File: config.mk
export PLATFORM = sky130hd
export DESIGN_NAME = gate_slew_seq
export DESIGN_NICKNAME = d
export VERILOG_FILES = /design/src/rtl/gss_pkg.sv /design/src/rtl/gss_front.sv /design/src/rtl/gss_sel_track.sv /design/src/rtl/gss_out_seq.sv /design/src/rtl/gate_slew_seq.sv
export SDC_FILE = /design/constraint.sdc
export NUM_CORES = 1
export LEC_CHECK = 0
export ABC_AREA = 1
export CORE_AREA = 3 3 40 42
export DETAILED_ROUTE_END_ITERATION = 10
export DIE_AREA = 0 0 43 45
export DONT_BUFFER_PORTS = 1
export GPL_ROUTABILITY_DRIVEN = 0
export PLACE_DENSITY = 0.63
export SETUP_SLACK_MARGIN = 0.2
export SYNTH_ARGS = -nofsm -noshare
export SYNTH_HDL_FRONTEND = slang
export SYNTH_SLANG_ARGS = --single-unit
File: constraint.sdc
create_clock -name clk -period 1.1 [get_ports clk]
set_input_delay 0.11 -clock clk [delete_from_list [all_inputs] [get_ports clk]]
set_output_delay 0.11 -clock clk [all_outputs]
set_load 0.02 [all_outputs]
File: src/rtl/gss_pkg.sv
package gss_pkg;

   typedef enum logic [1:0] {
      SUP_OUT_LOW = 2'd0,
      SUP_IN_LOW  = 2'd1,
      SUP_RECOVER = 2'd2,
      SUP_RUN     = 2'd3
   } sup_state_e;

   typedef enum logic [1:0] {
      EDGE_NONE = 2'd0,
      EDGE_RISE = 2'd1,
      EDGE_FALL = 2'd2
   } pwm_edge_e;

   function automatic pwm_edge_e classify_edge(input logic now_lvl, input logic prev_lvl);
      if (now_lvl && !prev_lvl)      return EDGE_RISE;
      else if (!now_lvl && prev_lvl) return EDGE_FALL;
      else                           return EDGE_NONE;
   endfunction

endpackage

File: src/rtl/gss_front.sv
module gss_front
   import gss_pkg::*;
(
   input  logic       clk,
   input  logic       rst_n,
   input  logic       pwm_i,
   input  logic       in_ok_i,
   input  logic       out_ok_i,
   output sup_state_e sup_o,
   output pwm_edge_e  edge_o
);

   logic both_ok;
   logic ok_prev_q;
   logic pwm_prev_q;

   assign both_ok = in_ok_i & out_ok_i;

   always_ff @(posedge clk or negedge rst_n) begin
      if (!rst_n) begin
         ok_prev_q  <= 1'b0;
         pwm_prev_q <= 1'b0;
      end else begin
         ok_prev_q  <= both_ok;
         pwm_prev_q <= pwm_i;
      end
   end

   always_comb begin
      if (!out_ok_i)      sup_o = SUP_OUT_LOW;
      else if (!in_ok_i)  sup_o = SUP_IN_LOW;
      else if (!ok_prev_q) sup_o = SUP_RECOVER;
      else                sup_o = SUP_RUN;
   end

   always_comb begin
      edge_o = EDGE_NONE;
      if (sup_o == SUP_RUN) edge_o = classify_edge(pwm_i, pwm_prev_q);
   end

endmodule

File: src/rtl/gss_sel_track.sv
module gss_sel_track
   import gss_pkg::*;
#(
   parameter int HOLD_CYC = 4
) (
   input  logic       clk,
   input  logic       rst_n,
   input  sup_state_e sup_i,
   input  pwm_edge_e  edge_i,
   input  logic       sel_n_i,
   output logic       aux_req_o
);

   localparam int            CW      = $clog2(HOLD_CYC + 1);
   localparam logic [CW-1:0] HOLD_LD = CW'(HOLD_CYC);

   initial begin : prm_chk
      assert (HOLD_CYC >= 1) else $error("HOLD_CYC must be at least 1");
   end

   logic          live;
   logic          sel_prev_q;
   logic          armed_q;
   logic          sel_frz_q;
   logic [CW-1:0] hold_q;
   logic          sel_edge;
   logic          armed_now;
   logic          hold_on;
   logic          sel_eff;

   assign live      = (sup_i == SUP_RUN) || (sup_i == SUP_RECOVER);
   assign sel_edge  = live && (sel_n_i != sel_prev_q);
   assign armed_now = armed_q | sel_edge;
   assign hold_on   = (hold_q != '0);
   assign sel_eff   = armed_now ? (hold_on ? sel_frz_q : sel_n_i) : 1'b0;
   assign aux_req_o = ~sel_eff;

   always_ff @(posedge clk or negedge rst_n) begin
      if (!rst_n) begin
         sel_prev_q <= 1'b0;
         armed_q    <= 1'b0;
         sel_frz_q  <= 1'b0;
         hold_q     <= '0;
      end else begin
         sel_prev_q <= sel_n_i;
         if (!live) begin
            armed_q   <= 1'b0;
            sel_frz_q <= 1'b0;
            hold_q    <= '0;
         end else begin
            armed_q   <= armed_now;
            sel_frz_q <= sel_eff;
            if (edge_i != EDGE_NONE) hold_q <= HOLD_LD;
            else if (hold_on)        hold_q <= hold_q - 1'b1;
         end
      end
   end


   default_sel_chk: assert property (@(posedge clk) disable iff (!rst_n)
      (sup_i == SUP_RECOVER && sel_n_i == sel_prev_q) |-> aux_req_o);

endmodule

File: src/rtl/gss_out_seq.sv
module gss_out_seq
   import gss_pkg::*;
#(
   parameter bit TURN_ON_ONLY = 1'b0
) (
   input  logic       clk,
   input  logic       rst_n,
   input  sup_state_e sup_i,
   input  pwm_edge_e  edge_i,
   input  logic       pwm_i,
   input  logic       aux_req_i,
   output logic       main_o,
   output logic       aux_drv_o,
   output logic       aux_en_o
);

   logic keep_on_fall;
   logic lo_only_ok;
   logic main_q, drv_q, en_q;
   logic main_d, drv_d, en_d;

   generate
      if (TURN_ON_ONLY) begin : g_turn_on
         assign keep_on_fall = 1'b0;
         assign lo_only_ok   = 1'b0;

         fall_float_chk: assert property (@(posedge clk) disable iff (!rst_n)
            (edge_i == EDGE_FALL) |=> !aux_en_o);
      end else begin : g_std
         assign keep_on_fall = 1'b1;
         assign lo_only_ok   = 1'b1;
      end
   endgenerate

   always_comb begin
      main_d = main_q;
      drv_d  = drv_q;
      en_d   = en_q;
      unique case (sup_i)
         SUP_OUT_LOW: begin
            main_d = 1'b0;
            drv_d  = 1'b0;
            en_d   = 1'b0;
         end
         SUP_IN_LOW: begin
            main_d = 1'b0;
            drv_d  = 1'b0;
            en_d   = en_q & lo_only_ok;
         end
         SUP_RECOVER: begin
            main_d = pwm_i;
            drv_d  = pwm_i;
            en_d   = aux_req_i & (pwm_i | keep_on_fall);
         end
         SUP_RUN: begin
            if (edge_i == EDGE_RISE) begin
               main_d = 1'b1;
               drv_d  = 1'b1;
               en_d   = aux_req_i;
            end else if (edge_i == EDGE_FALL) begin
               main_d = 1'b0;
               drv_d  = 1'b0;
               en_d   = aux_req_i & keep_on_fall;
            end
         end
         default: ;
      endcase
   end

   always_ff @(posedge clk or negedge rst_n) begin
      if (!rst_n) begin
         main_q <= 1'b0;
         drv_q  <= 1'b0;
         en_q   <= 1'b0;
      end else begin
         main_q <= main_d;
         drv_q  <= drv_d;
         en_q   <= en_d;
      end
   end

   assign main_o    = main_q;
   assign aux_en_o  = en_q;
   assign aux_drv_o = en_q & drv_q;


   no_fight_chk: assert property (@(posedge clk) disable iff (!rst_n)
      aux_en_o |-> (aux_drv_o == main_o));

endmodule

File: src/rtl/gate_slew_seq.sv
module gate_slew_seq
   import gss_pkg::*;
#(
   parameter int HOLD_CYC     = 4,
   parameter bit TURN_ON_ONLY = 1'b0
) (
   input  logic clk,
   input  logic rst_n,
   input  logic pwm_i,
   input  logic sel_n_i,
   input  logic in_ok_i,
   input  logic out_ok_i,
   output logic drv_main_o,
   output logic drv_aux_o,
   output logic aux_en_o
);

   sup_state_e sup;
   pwm_edge_e  pwm_edge;
   logic       aux_req;

   gss_front u_front (
      .clk      (clk),
      .rst_n    (rst_n),
      .pwm_i    (pwm_i),
      .in_ok_i  (in_ok_i),
      .out_ok_i (out_ok_i),
      .sup_o    (sup),
      .edge_o   (pwm_edge)
   );

   gss_sel_track #(.HOLD_CYC(HOLD_CYC)) u_sel (
      .clk       (clk),
      .rst_n     (rst_n),
      .sup_i     (sup),
      .edge_i    (pwm_edge),
      .sel_n_i   (sel_n_i),
      .aux_req_o (aux_req)
   );

   gss_out_seq #(.TURN_ON_ONLY(TURN_ON_ONLY)) u_out (
      .clk       (clk),
      .rst_n     (rst_n),
      .sup_i     (sup),
      .edge_i    (pwm_edge),
      .pwm_i     (pwm_i),
      .aux_req_i (aux_req),
      .main_o    (drv_main_o),
      .aux_drv_o (drv_aux_o),
      .aux_en_o  (aux_en_o)
   );


   main_follow_chk: assert property (@(posedge clk) disable iff (!rst_n)
      (sup == SUP_RUN) |=> (drv_main_o == $past(pwm_i)));


   steady_pwm_chk: assert property (@(posedge clk) disable iff (!rst_n)
      (sup == SUP_RUN && pwm_edge == EDGE_NONE) |=>
         (drv_main_o == $past(drv_main_o) && aux_en_o == $past(aux_en_o)
          && drv_aux_o == $past(drv_aux_o)));


   out_fault_chk: assert property (@(posedge clk) disable iff (!rst_n)
      !out_ok_i |=> (!drv_main_o && !aux_en_o));

endmodule

==> summary.md, run 1 <==
| Metric | Value |
|---|---|
| Reg area | `253 um2` |
| Critical R2R Launch | `u_sel.hold_q[1]` |
| Largest net degree at the start of global routing | `11` |
| TritonCTS buffer count | `3` |
| Endpoints failing hold | `0` |
| Synth Area in Adders | `4.88%` |
| Worst-Margin Slew | `467 ps` |
| Mapped Area | `513 um2` |
| Number of global-route vias before repair | `412` |
| Worst hold path startpoint | `pwm_i` |
| CP Capture Type | `flip-flop` |
| Fillers | `116` |
| Fin crit share | `97.6%` |
| #FFs+latches synth | `10` |
| Clock Skew | `0.749 ps` |
| Clk slew on worst S/H paths | `60 ps` |
| Fmax | `931 MHz` |
| Share of the synthesized area in the top cell type | `48.8%` |
| GRT Util Overall | `11.7%` |
| Yosys top cell by area | `dfrtp_1` |
| Multi-input gate area | `270 um2` |
| Placement row count | `13` |
| Die Y-Extent | `45 um` |
| CP startpoint | `u_sel.hold_q[1]` |
| Warnings, synthesis | `0` |
| Worst EP arrival | `1230 ps` |
| # IOs | `9` |
| Wirelength per Cell | `10.1 um` |
| Largest family of logic cells by synthesized area | `simple AND/OR/NAND/NOR gates` |
| Total of max-cap violations | `0` |
| Total gr overflow | `0` |
| Sequential area share after synthesis | `48.8%` |
| Clock Latency Late Sink | `260 ps` |
| Crit path capture | `u_out.aux_en_o` |
| Syn Area/Cell | `8.41 um2` |
| Top cells by area, synth | `dfrtp_1 49%, nand2_1 13%, inv_1 8.0%` |
| Overall power | `0.000941 W` |
| Mapped Cells | `61` |
| Post-Place Setup Slack | `4.08 ps` |
| Lkg Pwr | `0.342 nW` |
| Critical path launch point type | `flip-flop` |
| Final Non-Filler Cells | `89` |
| Placeable Area | `1280 um2` |
| Final wirelength | `902 um` |
| Worst R2R Setup Slack | `30 ps` |
| CTS tree | `built` |
| Number of diodes | `0` |
| Port bufs | `0` |
| Die width | `43 um` |
| RSZ-0062 raised after global routing | `yes` |
| WS Path Type | `reg -> reg` |
| Setup WS post-layout | `26.4 ps` |
| Compound-Gate Fraction of Synth Area | `6.34%` |
| Status | `finished, final reports clean` |
| Post-Synth XOR/XNOR Area | `3.41%` |
| Worst Hold Class | `in -> reg` |
| DRT iter0 DRCs | `1` |
| Fraction of layout instances using a drive strength above 1 | `43.2%` |
| Post-synthesis mux area share | `0%` |
| Cells on worst reg2reg path | `7` |
| Setup violators final | `0` |
| ANT nets after route | `0` |
| Placed Cells | `77` |
| Starting Density | `39.9%` |
| Maximum fanout along the worst path | `4` |
| DP HPWL | `576 um` |
| Die area | `1940 um2` |
| Tmin final | `1070 ps` |
| Via density per instance | `4.45` |
| CP required | `1260 ps` |
| Syn nets | `69` |
| Slew HR | `68.8%` |
| CTS H-tree lvls | `1` |
| Pwr per Cell Area | `1340 nW/um2` |
| Maximum vdd drop | `1000 uV` |
| Clock sink total | `10` |
| Core Util, Final | `54.7%` |
| Reg2Reg Capture Point | `u_out.aux_en_o` |
| First-pass GRT wire length | `1680 um` |
| Simple-gate share of the synthesized area | `27.3%` |
| Fin nets | `83` |
| Residual DRC | `0` |
| Area delta synth->final | `37.1%` |
| Clock tree buffer depth | `2` |
| Antenna violations before repair | `0` |
| Vias | `396` |
| Initial DRT Pass Iterations | `2` |
| Synth cell types | `16` |
| Slew Viols, Final | `0` |
| CTS root buffer | `clkbuf_4` |
cell type report:
class                           count  area share (%)
Clock buffer                        4            5.16
Sequential cell                    10            35.9
Inverter                           12            7.12
Tap cell                           15            2.67
Multi-Input combinational cell     39            38.4
Timing Repair Buffer                9            10.7
cell usage in the layout, fill, tap and decap left out:
cell           Yosys  routed
clkbuf_4           0       3
ha_4               0       2
dfrtp_2            0       2
inv_1             11       8
o21ai_1            0       1
nand2_2            3       7
xnor2_1            1       1
nand2_4            1       2
o21ai_2            0       1
inv_2              0       2
nor2_4             1       1
nand2_1           18      13
a21oi_1            3       2
dfrtp_1           10       8
o211ai_1           1       1
nor2_1             3       3
clkbuf_8           0       1
a21oi_2            0       1
nand3_1            2       1
dlygate4sd3_1      0       3
inv_4              1       2
xor2_1             1       1
buf_4              0       6
nand3_2            1       2
metrics by stage:
step                hold WS, ps  instance area (um2)  TNS [ps]
floorplan                  -186                  526         0
global placement           -185                  552     -4.13
detailed placement         -185                  552         0
CTS                        16.9                  663         0
global route               18.8                  703      -105
finish                     15.9                  703         0
routing by layer:
metal,vias up,GRT usage [%],routed length (um)
met5,-,0,0
met3,3,2.39,25
met1,177,14.5,372
met2,7,18.9,476
met4,0,7.23,26
li1,209,-,-
how the worst min path moves through the flow:
| stage | end | slack, ps | cells after the start |
|---|---|---|---|
| 2_1_floorplan | u_front.ok_prev_q | -190 | 0 |
| 4_1_cts | u_out.main_o | 20 | 2 |
| 3_5_place_dp | u_out.main_o | -190 | 0 |
| 6_report | u_out.main_o | 20 | 2 |
| 5_1_grt | u_sel.armed_q | 20 | 2 |
| 3_3_place_gp | u_out.aux_en_o | -190 | 0 |
Yosys cell counts:
| cell | n |
|---|---|
| nand3_1 | 2 |
| dfrtp_1 | 10 |
| o211ai_1 | 1 |
| nor2_1 | 3 |
| nand2_2 | 3 |
| nor2_4 | 1 |
| nand2_1 | 18 |
| o21ai_0 | 2 |
| ha_1 | 2 |
| xnor2_1 | 1 |
| inv_1 | 11 |
| inv_4 | 1 |
| nand3_2 | 1 |
| a21oi_1 | 3 |
| xor2_1 | 1 |
| nand2_4 | 1 |
power breakdown:
group	leakage (nW)	total [W]	switching, W	internal, W
combinational	0.193	0.000203	0.000108	0.0000950
sequential	0.128	0.000409	0.0000197	0.000390
clock	0.0210	0.000329	0.000127	0.000201
sequential cells by signal (all words and copies together) (netlist names):
name,flops
u_sel.hold_q,3
u_front.ok_prev_q,1
u_front.pwm_prev_q,1
u_out.aux_en_o,1
u_out.main_o,1
u_sel.armed_q,1
u_sel.sel_frz_q,1
u_sel.sel_prev_q,1
what timing repair did:
| action | in CTS | in global routing |
|---|---|---|
| gates resized for setup | 6 | 10 |
| setup endpoints to repair | 7 | 7 |
| endpoints found under the hold margin | 12 | 0 |
| hold buffers | 3 | 0 |
| buffers inserted | 3 | 2 |
| pin swaps | 6 | 5 |
logic make-up after synthesis:
group | count (synthesis)
flip-flops | 10
adder cells (fa/ha/maj) | 2
buffers and inverters | 12
AND/OR/NAND/NOR | 29
AO/OA/AOI/OAI | 6
XOR/XNOR | 2
critical path, cell delays in order (launching register included):
cell	delay [ps]
dfrtp_1	390
inv_2	80
ha_4	140
nand2_4	60
o21ai_2	110
nand2_1	70
nand2_1	60
nand2_1	50
No activity file was read; power rests on OpenSTA's default activity.
==> run 2, diff against run 1 <==
--- a/config.mk
+++ b/config.mk
@@ -6,12 +6,14 @@
 export NUM_CORES = 1
 export LEC_CHECK = 0
 export ABC_AREA = 1
-export CORE_AREA = 3 3 40 42
+export CELL_PAD_IN_SITES_DETAIL_PLACEMENT = 1
+export CELL_PAD_IN_SITES_GLOBAL_PLACEMENT = 1
+export CORE_MARGIN = 3
+export CORE_UTILIZATION = 38
 export DETAILED_ROUTE_END_ITERATION = 10
-export DIE_AREA = 0 0 43 45
 export DONT_BUFFER_PORTS = 1
 export GPL_ROUTABILITY_DRIVEN = 0
-export PLACE_DENSITY = 0.63
+export PLACE_DENSITY = 0.77
 export SETUP_SLACK_MARGIN = 0.2
 export SYNTH_ARGS = -nofsm -noshare
 export SYNTH_HDL_FRONTEND = slang
==> summary.md, run 2 (same netlist as run 1, synthesis figures left out) <==
| Metric | Value |
|---|---|
| RSZ-0062 raised after global routing | `yes` |
| Fin Setup TNS | `-91.9 ps (-91.9 ps)` |
| DP HPWL | `791 um (+37%)` |
| Endpoint with the worst hold slack | `u_sel.sel_frz_q` |
| CP Cell Sequence | `inv_2 -> ha_4 -> nand2_4 -> buf_4 -> buf_4 -> nand2_2 -> a21oi_1` |
| Fin nets | `85 (+2.4%)` |
| Port bufs | `0 (unchanged)` |
| Clock Latency Late Sink | `270 ps (about the same)` |
| Vias | `452 (+14%)` |
| # IOs | `9 (unchanged)` |
| Clock tree buffer depth | `2 (unchanged)` |
| Total of max-cap violations | `0 (unchanged)` |
| Multi-input gate area | `282 um2 (+4.2%)` |
| CP Capture Type | `flip-flop` |
| Antenna violations before repair | `0 (unchanged)` |
| Area delta synth->final | `42.7%` |
| WP buf/inv | `3 (+2)` |
| CP startpoint | `u_sel.hold_q[1]` |
| Top reg by flops | `u_sel.hold_q` |
| Fin crit share | `106% (+7.9 points)` |
| Worst R2R Setup Slack | `-60 ps (-90 ps)` |
| Die Y-Extent | `42.7 um (-5.0%)` |
| Reg2Reg Capture Point | `u_sel.hold_q[1]` |
| Slowest stage cell on the critical path | `dfrtp_1` |
| Number of global-route vias before repair | `524 (+27%)` |
| Clock Skew | `7.07 ps (+6.32 ps)` |
| Maximum vdd drop | `671 uV (-33%)` |
| Sw Pwr | `0.000294 W (+15%)` |
| Clock sink total | `10 (unchanged)` |
| Failing checks | `setup timing` |
| Hold WS | `45.2 ps (+29.4 ps)` |
| Wirelength per Cell | `16.2 um (+60%)` |
| Placement row count | `12 (-1)` |
| CP max stage delay | `390 ps (about the same)` |
| Largest net degree at the start of global routing | `11 (unchanged)` |
| Crit path top cell by count | `buf_4` |
| Slew Viols, Final | `0 (unchanged)` |
| Setup WS post-layout | `-60.6 ps (-87.0 ps)` |
| Core Util, Final | `61.7% (+7.0 points)` |
| Die area | `1830 um2 (-5.6%)` |
| Reg area | `253 um2 (unchanged)` |
| Fmax | `862 MHz (-7.5%)` |
| Endpoints failing hold | `0 (unchanged)` |
| Cells on worst reg2reg path | `7 (unchanged)` |
| Setup violators final | `3 (+3)` |
| WS Path Type | `reg -> reg` |
| Worst-Margin Slew | `480 ps (+13.5 ps)` |
| Slew HR | `67.9% (-0.91 points)` |
| Fraction of layout instances using a drive strength above 1 | `50.0% (+6.8 points)` |
| Maximum fanout along the worst path | `5 (+1)` |
| Via density per instance | `5.02 (+13%)` |
| Initial DRT Pass Iterations | `4 (+2)` |
| First-pass GRT wire length | `2480 um (+48%)` |
| DRT iter0 DRCs | `6 (+5)` |
| Placeable Area | `1190 um2 (-7.7%)` |
| WHS Path Cells | `2 (unchanged)` |
| GRT Util Overall | `19.0% (+7.3 points)` |
| Most frequent cells in the layout | `10 x nand2_2, 10 x nand2_1, 8 x dfrtp_1` |
| Crit path max-delay family | `flip-flops` |
| Worst Hold Class | `in -> reg` |
| Die width | `42.7 um (-0.60%)` |
| Clock power frac | `33.4% (-1.5 points)` |
| CTS root buffer | `clkbuf_4` |
| CP required | `1260 ps (about the same)` |
| Post-Place Setup Slack | `-19.2 ps (-23.3 ps)` |
| Lkg Pwr | `0.356 nW (+4.1%)` |
| Internal | `0.000719 W (+4.9%)` |
| Overall power | `0.00101 W (+7.7%)` |
| ANT nets after route | `0 (unchanged)` |
| Tmin final | `1160 ps (+87.0 ps)` |
| Residual DRC | `0 (unchanged)` |
| Status | `complete, but fails checks` |
| Worst hold path startpoint | `out_ok_i` |
| Switching part of the total | `29.0% (+1.9 points)` |
| Gate power share | `26.1% (+4.5 points)` |
| Seq pwr share | `40.5% (-3.0 points)` |
| Fillers | `146 (+26%)` |
| CTS tree | `built` |
| Critical path launch point type | `flip-flop` |
| Worst EP arrival | `1320 ps (+90 ps)` |
| CTS H-tree lvls | `1 (unchanged)` |
| Clk slew on worst S/H paths | `70 ps (about the same)` |
| Number of diodes | `0 (unchanged)` |
| Total gr overflow | `0 (unchanged)` |
| Max reg flops | `3 (unchanged)` |
| Critical R2R Launch | `u_sel.hold_q[1]` |
| Starting Density | `43.2% (+3.3 points)` |
| Final wirelength | `1460 um (+62%)` |
| Pwr per Cell Area | `1380 nW/um2 (+3.5%)` |
| TritonCTS buffer count | `3 (unchanged)` |
==> run 2: timing repair <==
action / 4_1_cts / 5_1_grt
hold buffers: 3 / 0
buffers inserted: 6 / 2
setup endpoints to repair: 7 / 7
resized for setup: 13 / 8
pin swaps: 10 / 5
endpoints found under the hold margin: 13 / 0
==> run 2: cell type report <==
cell class,instances,area share (%)
Clock buffer,4,4.96
Inverter,12,6.84
Multi-Input combinational cell,39,38.5
Sequential cell,10,34.5
Tap cell,14,2.39
Timing Repair Buffer,11,12.8
==> run 2: stage by stage <==
step           area [um2]  cells
2_1_floorplan         526     61
3_3_place_gp          543     75
3_5_place_dp          543     75
4_1_cts               692     88
5_1_grt               732     90
6_report              732     90
==> run 2: metal layers <==
layer | share of wire, % | global-route usage, % | vias up
met5 | 0 | 0 | -
met4 | 1.7 | 7.45 | 0
met3 | 4.7 | 6.36 | 5
met2 | 54 | 32.3 | 12
met1 | 39 | 21.5 | 222
li1 | - | - | 213
==> run 2: power by group through the flow <==
stage	Sequential, W	Combinational (W)	Clock, W
floorplan	0.000413	0.000102	0
global placement	0.000415	0.000118	0
detailed placement	0.000416	0.000124	0
CTS	0.000410	0.000207	0.000351
global route	0.000414	0.000290	0.000373
finish	0.000411	0.000264	0.000339
==> run 2: worst max-delay path by stage <==
| stage | cells past startpoint | slack [ps] | endpoint |
|---|---|---|---|
| global placement | 7 | 20 | u_out.aux_en_o |
| finish | 7 | -60 | u_sel.hold_q[1] |
| CTS | 7 | 30 | u_out.aux_en_o |
| global route | 7 | -110 | u_sel.hold_q[1] |
| detailed placement | 7 | -20 | u_out.aux_en_o |
| floorplan | 7 | 80 | u_out.aux_en_o |
